File: src/rtl/rmii_tx_pkg.sv
package rmii_tx_pkg;

    typedef enum logic [2:0] {
        ST_IDLE,
        ST_PREAMBLE,
        ST_SFD,
        ST_DATA,
        ST_FCS,
        ST_GAP
    } tx_state_t;

    localparam logic [31:0] FCS_POLY = 32'hEDB88320;
    localparam int          FCS_SYMS = 16;

    // one byte of reflected CRC-32, LSB of the byte first
    function automatic logic [31:0] fcs_next(input logic [31:0] cur, input logic [7:0] b);
        logic [31:0] c;
        c = cur ^ {24'd0, b};
        for (int i = 0; i < 8; i++) begin
            c = c[0] ? ((c >> 1) ^ FCS_POLY) : (c >> 1);
        end
        return c;
    endfunction

endpackage

File: src/rtl/rmii_fcs_acc.sv
module rmii_fcs_acc
    import rmii_tx_pkg::*;
(
    input  logic        clk,
    input  logic        rst_n,
    input  logic        upd,
    input  logic        restart,
    input  logic [7:0]  data,
    output logic [31:0] fcs
);
    logic [31:0] crc_q;

    always_ff @(posedge clk or negedge rst_n) begin
        if (!rst_n) begin
            crc_q <= '1;
        end else if (upd) begin
            crc_q <= fcs_next(restart ? 32'hFFFF_FFFF : crc_q, data);
        end
    end

    assign fcs = ~crc_q;

    AST_RESTART_WITH_BYTE: assert property (@(posedge clk) disable iff (!rst_n)
        restart |-> upd);

endmodule

File: src/rtl/rmii_dibit_shreg.sv
module rmii_dibit_shreg #(
    parameter int WIDTH = 8
) (
    input  logic             clk,
    input  logic             rst_n,
    input  logic             load,
    input  logic [WIDTH-1:0] load_val,
    input  logic             shift,
    output logic [1:0]       dibit
);
    logic [WIDTH-1:0] q;

    always_ff @(posedge clk or negedge rst_n) begin
        if (!rst_n) begin
            q <= '0;
        end else if (load) begin
            q <= load_val;
        end else if (shift) begin
            q <= q >> 2;
        end
    end

    assign dibit = q[1:0];

    AST_LOAD_SHIFT_EXCL: assert property (@(posedge clk) disable iff (!rst_n)
        !(load && shift));

endmodule

File: src/rtl/rmii_tx_framer.sv
module rmii_tx_framer
    import rmii_tx_pkg::*;
#(
    parameter int MIN_LEN  = 60,
    parameter int MAX_LEN  = 1518,
    parameter int PRE_SYMS = 31,
    parameter int GAP_SYMS = 48
) (
    input  logic       clk,
    input  logic       rst_n,
    input  logic       sym_en,
    input  logic [7:0] in_data,
    input  logic       in_valid,
    input  logic       in_last,
    output logic       in_ready,
    output logic [1:0] txd,
    output logic       tx_en,
    output logic       len_err,
    output logic       underrun
);
    localparam int CNT_MAX = (GAP_SYMS > PRE_SYMS) ? GAP_SYMS : PRE_SYMS;
    localparam int CNT_W   = $clog2(CNT_MAX + 1);
    localparam int BC_W    = $clog2(MAX_LEN + 1);

    tx_state_t        st, nxt;
    logic [CNT_W-1:0] cnt_q;
    logic [1:0]       dib_q;
    logic [BC_W-1:0]  byte_cnt, byte_cnt_nx;
    logic             last_q, short_q;
    logic             cnt_clr, cnt_inc, accept, start;
    logic             set_len, set_und, d_shift, f_load, f_shift, byte_slot;
    logic [1:0]       d_dibit, f_dibit;
    logic [31:0]      fcs_val;

    // next-state and control
    always_comb begin
        nxt       = st;
        cnt_clr   = 1'b0;
        cnt_inc   = 1'b0;
        start     = 1'b0;
        set_len   = 1'b0;
        set_und   = 1'b0;
        d_shift   = 1'b0;
        f_load    = 1'b0;
        f_shift   = 1'b0;
        byte_slot = (st == ST_DATA) && (dib_q == 2'd3) && !last_q;
        in_ready  = sym_en && ((st == ST_SFD) ||
                    (byte_slot && (byte_cnt < BC_W'(MAX_LEN))));
        accept    = in_ready && in_valid;
        byte_cnt_nx = (st == ST_SFD) ? BC_W'(1) : byte_cnt + 1'b1;
        if (sym_en) begin
            unique case (st)
                ST_IDLE: begin
                    if (in_valid) begin
                        nxt = ST_PREAMBLE; start = 1'b1; cnt_clr = 1'b1;
                    end
                end
                ST_PREAMBLE: begin
                    if (cnt_q == CNT_W'(PRE_SYMS - 1)) begin
                        nxt = ST_SFD; cnt_clr = 1'b1;
                    end else begin
                        cnt_inc = 1'b1;
                    end
                end
                ST_SFD: begin
                    if (in_valid) begin
                        nxt = ST_DATA;
                    end else begin
                        nxt = ST_GAP; set_und = 1'b1; cnt_clr = 1'b1;
                    end
                end
                ST_DATA: begin
                    if (dib_q != 2'd3) begin
                        d_shift = 1'b1;
                    end else if (last_q) begin
                        nxt = short_q ? ST_GAP : ST_FCS;
                        f_load = !short_q;
                        cnt_clr = 1'b1;
                    end else if (byte_cnt == BC_W'(MAX_LEN)) begin
                        nxt = ST_GAP; set_len = 1'b1; cnt_clr = 1'b1;
                    end else if (!in_valid) begin
                        nxt = ST_GAP; set_und = 1'b1; cnt_clr = 1'b1;
                    end
                end
                ST_FCS: begin
                    f_shift = 1'b1;
                    if (cnt_q == CNT_W'(FCS_SYMS - 1)) begin
                        nxt = ST_GAP; cnt_clr = 1'b1;
                    end else begin
                        cnt_inc = 1'b1;
                    end
                end
                ST_GAP: begin
                    if (cnt_q == CNT_W'(GAP_SYMS - 1)) begin
                        cnt_clr = 1'b1;
                        if (in_valid) begin
                            nxt = ST_PREAMBLE; start = 1'b1;
                        end else begin
                            nxt = ST_IDLE;
                        end
                    end else begin
                        cnt_inc = 1'b1;
                    end
                end
                default: nxt = ST_IDLE;
            endcase
        end
    end

    // state register and per-frame bookkeeping
    always_ff @(posedge clk or negedge rst_n) begin
        if (!rst_n) begin
            st       <= ST_IDLE;
            cnt_q    <= '0;
            dib_q    <= '0;
            byte_cnt <= '0;
            last_q   <= 1'b0;
            short_q  <= 1'b0;
            len_err  <= 1'b0;
            underrun <= 1'b0;
        end else begin
            st <= nxt;
            if (cnt_clr)      cnt_q <= '0;
            else if (cnt_inc) cnt_q <= cnt_q + 1'b1;
            if (accept)                          dib_q <= '0;
            else if (sym_en && st == ST_DATA)    dib_q <= dib_q + 1'b1;
            if (start) begin
                byte_cnt <= '0;
                last_q   <= 1'b0;
                short_q  <= 1'b0;
                len_err  <= 1'b0;
                underrun <= 1'b0;
            end else begin
                if (accept) begin
                    byte_cnt <= byte_cnt_nx;
                    last_q   <= in_last;
                    short_q  <= in_last && (byte_cnt_nx < BC_W'(MIN_LEN));
                    if (in_last && (byte_cnt_nx < BC_W'(MIN_LEN))) len_err <= 1'b1;
                end
                if (set_len) len_err  <= 1'b1;
                if (set_und) underrun <= 1'b1;
            end
        end
    end

    rmii_fcs_acc u_fcs (
        .clk     (clk),
        .rst_n   (rst_n),
        .upd     (accept),
        .restart (accept && (st == ST_SFD)),
        .data    (in_data),
        .fcs     (fcs_val)
    );

    rmii_dibit_shreg #(.WIDTH(8)) u_data_sh (
        .clk      (clk),
        .rst_n    (rst_n),
        .load     (accept),
        .load_val (in_data),
        .shift    (d_shift),
        .dibit    (d_dibit)
    );

    rmii_dibit_shreg #(.WIDTH(32)) u_fcs_sh (
        .clk      (clk),
        .rst_n    (rst_n),
        .load     (f_load),
        .load_val (fcs_val),
        .shift    (f_shift),
        .dibit    (f_dibit)
    );

    // outputs
    always_comb begin
        tx_en = 1'b0;
        txd   = 2'b00;
        unique case (st)
            ST_PREAMBLE: begin tx_en = 1'b1; txd = 2'b01;   end
            ST_SFD:      begin tx_en = 1'b1; txd = 2'b11;   end
            ST_DATA:     begin tx_en = 1'b1; txd = d_dibit; end
            ST_FCS:      begin tx_en = 1'b1; txd = f_dibit; end
            default:     begin tx_en = 1'b0; txd = 2'b00;   end
        endcase
    end

    AST_OPENS_WITH_PREAMBLE: assert property (@(posedge clk) disable iff (!rst_n)
        $rose(tx_en) |-> (txd == 2'b01));
    AST_HOLD_BETWEEN_SYMS: assert property (@(posedge clk) disable iff (!rst_n)
        !sym_en |=> ($stable(tx_en) && $stable(txd)));
    AST_NO_READY_AFTER_LAST: assert property (@(posedge clk) disable iff (!rst_n)
        (in_valid && in_ready && in_last) |=> !in_ready);
    AST_ABORT_DROPS_TXEN: assert property (@(posedge clk) disable iff (!rst_n)
        $rose(underrun) |-> !tx_en);
    AST_FLAGS_CLEAR_AT_START: assert property (@(posedge clk) disable iff (!rst_n)
        $rose(tx_en) |-> (!underrun && !len_err));

endmodule

File: config.mk
export PLATFORM = sky130hd
export DESIGN_NAME = rmii_tx_framer
export DESIGN_NICKNAME = d
export VERILOG_FILES = /design/src/rtl/rmii_tx_pkg.sv /design/src/rtl/rmii_fcs_acc.sv /design/src/rtl/rmii_dibit_shreg.sv /design/src/rtl/rmii_tx_framer.sv
export SDC_FILE = /design/constraint.sdc
export NUM_CORES = 1
export LEC_CHECK = 0
export ABC_AREA = 1
export BUFFER_PORTS_ARGS = -buffer_cell sky130_fd_sc_hd__buf_2
export CAP_MARGIN = 10
export CORE_ASPECT_RATIO = 0.5
export CORE_UTILIZATION = 60
export DETAILED_ROUTE_END_ITERATION = 8
export PLACE_DENSITY = 0.87
export SKIP_LAST_GASP = 1
export SLEW_MARGIN = 5
export SYNTH_ARGS = -nofsm -noshare
export SYNTH_HDL_FRONTEND = slang
export SYNTH_SLANG_ARGS = --single-unit
File: constraint.sdc
create_clock -name clk -period 2.6 [get_ports clk]
set_clock_uncertainty 0.1 [all_clocks]
set_input_delay 0.13 -clock clk [delete_from_list [all_inputs] [get_ports clk]]
set_output_delay 0.13 -clock clk [all_outputs]
set_load 0.02 [all_outputs]
==> impl_metrics.tcl <==
set metrics [dict create \
    outcome "completed" \
    synth_top_cell_by_area "dfrtp_1" \
    yosysSeqAreaShare 0.408 \
    area_growth_pct 8.29 \
    required_ps 2770 \
    maxSlewViolCount 0 \
    rsz0062_at_grt "false" \
    wl_mm 14.4 \
    regArea_um2 2490 \
    grt_pass1_wl_mm 23.6 \
    hold_viol 0 \
    grt_util_all_layers 0.293 \
    finalSetupViolations 0 \
    tightest_slew_ps 751 \
    dp_hpwl_mm 10.1 \
    cts_tree "built" \
    core_um2 9670 \
    ys_ff_latch 98 \
    die_y_um 73.4 \
    clockBufferDepth 2 \
    p_leak_nw 3.42 \
    clk_pin_slew_ps 70 \
    yosys_most_used_dff "dfrtp_1" \
    synth.area.top_cells "dfrtp_1, nand2_1, dfstp_2" \
    yosysWarnings 0 \
    routedWlPerCell_um 14.2 \
    ioPinCount 19 \
    synth_top_cell_area_share 0.270 \
    vdd_ir_drop_max_v 0.000479 \
    yosysMostFrequentCell "nand2_1" \
    post-route-min-period_ps 2270 \
    vias 5632 \
    clkLatencyLatePin_ps 350 \
    multi_input_comb_area_um2 2950 \
    drive_gt1_frac 0.124 \
    cp.arrival_ps 2430 \
    cts-root-buf "clkbuf_16" \
    relSlewSlack 0.499 \
    htreeDepth 3 \
    async_reset_ff_frac 1.00 \
    cp-start-kind "flop" \
    grt_pass1_vias 5026 \
    antenna_left 0 \
    die_w_um 145 \
    drc 0 \
    timing.final.crit_share 0.872 \
    syn_avg_cell_area_um2 7.13 \
    cap_violations 0 \
    vias_per_cell 5.56 \
    diodes 0 \
    finalSetupTns_ps 0 \
    power_mw 8.20 \
    grt_max_degree 99 \
    port_buffers 18 \
    grt_overflow 0 \
    start_util 0.632 \
    power.density_nw_per_um2 1240 \
    fp-row-count 25 \
    crit_path_max_fanout 21 \
    synth_commonest_cells "nand2_1, inv_1, o21ai_0" \
    synth_cell_types 40 \
    cts.sinks 98 \
    synth_edf_count 0 \
    netlist_area_um2 6110 \
    critPathCaptureType "flop" \
    worstSetupPathType "reg -> reg" \
    antenna_found_initial 0 \
    nets 891 \
    fp.dieArea_um2 10600 \
    hold_path_class "in -> reg" \
    synth_nets 876 \
    drtIter0Drc 612 \
    fillers 753 \
    fmax_mhz 441 \
    syn_inst 858 \
    gp_congestion 0.975 \
    cts-buffers-inserted 9 \
    firstDrtPassIters 5 \
]
area by class of cell:
type	instances	share of cell area
Timing Repair Buffer	32	0.0329
Clock buffer	11	0.0352
Clock inverter	5	0.00454
Multi-Input combinational cell	592	0.446
Sequential cell	98	0.376
Tap cell	135	0.0255
Inverter	140	0.0798
kinds of logic after synthesis:
kind of cell | Yosys count | share of synthesized area
simple gates | 385 | 0.273
compound gates | 170 | 0.150
buf+inv | 168 | 0.110
flops | 98 | 0.408
xor+xnor | 32 | 0.0495
fa+ha+maj | 5 | 0.0102
per-stage QoR:
step | area (um^2) | hold WS (ps) | utilization | cells | worst slack [ps]
global route | 6620 | 55.0 | 0.685 | 1013 | 96.5
finish | 6620 | 0.362 | 0.685 | 1013 | 333
floorplan | 6110 | -266 | - | 858 | 704
CTS | 6620 | 0.572 | 0.685 | 1013 | 362
detailed placement | 6330 | 128 | 0.655 | 994 | 411
global placement | 6330 | 124 | 0.655 | 994 | 471
critical path: stages, from the launching register on:
cell,delay (ps)
dfrtp_1,470
nor2_2,170
nand4_2,80
buf_4,220
nand2_1,120
nand2_1,80
nand2_2,120
nand2_1,100
nand2_2,170
nand2_2,110
nand2_2,140
inv_2,80
nand2_1,60
nand3_1,80
o21ai_0,100
cells in the final DEF (no fill, tap or decap), drive strengths merged, types with 2 or more instances in the layout:
cell and n:
xnor2 5, nand2 256, xor2 27, a31oi 4, buf 29, nand3 68
o21ai 127, nor3 9, inv 141, nand4 6, a221o 2, dlygate4sd3 3
o221ai 4, nor2 40, dfstp 32, o22ai 15, dfrtp 66, clkbuf 11
clkinv 3, a21oi 12, o211ai 3, or2 2, ha 5, nor4 2
worst paths after layout:
kind | from | slack (ps) | end | cells after the start
worst max-delay path | st[2] | 330 | u_fcs.crc_q[7] | 14
worst min-delay path | in_data[3] | 0.4 | u_data_sh.q[3] | 3
worst max register to register | st[2] | 330 | u_fcs.crc_q[7] | 14
worst min register to register | u_fcs.crc_q[15] | 370 | u_fcs.crc_q[15] | 2
max in group asynchronous | rst_n | 1710 | u_fcs.crc_q[16] | 3
min in group asynchronous | rst_n | 280 | u_fcs_sh.q[31] | 3
where the power goes:
part / internal (mW) / total [mW] / leakage [nW] / switching [mW]
clock: 0.647 / 1.23 / 0.127 / 0.583
combinational: 1.39 / 4.22 / 2.12 / 2.83
sequential: 2.38 / 2.75 / 1.17 / 0.366
flip-flops by register name (all words and copies together) (netlist names), 2 cells and up:
signal / flops
u_data_sh.q: 8
u_fcs_sh.q: 32
st: 3
u_fcs.crc_q: 32
byte_cnt: 11
dib_q: 2
cnt_q: 6
timing repair:
item | in CTS | in global routing
setup buffers | 0 | 0
resized for setup | 0 | 0
hold buffers | 3 | 0
endpoints found under the hold margin | 68 | 0
layer usage:
| layer | vias up | routed length (um) | share of wire | global-route usage |
|---|---|---|---|---|
| li1 | 2765 | - | - | - |
| met1 | 2585 | 6430 | 0.45 | 0.377 |
| met2 | 241 | 6400 | 0.44 | 0.465 |
| met3 | 41 | 1170 | 0.081 | 0.0880 |
| met4 | 0 | 431 | 0.030 | 0.119 |
| met5 | - | 0 | 0 | 0 |
Note: power is estimated with default switching activity, not from simulation.
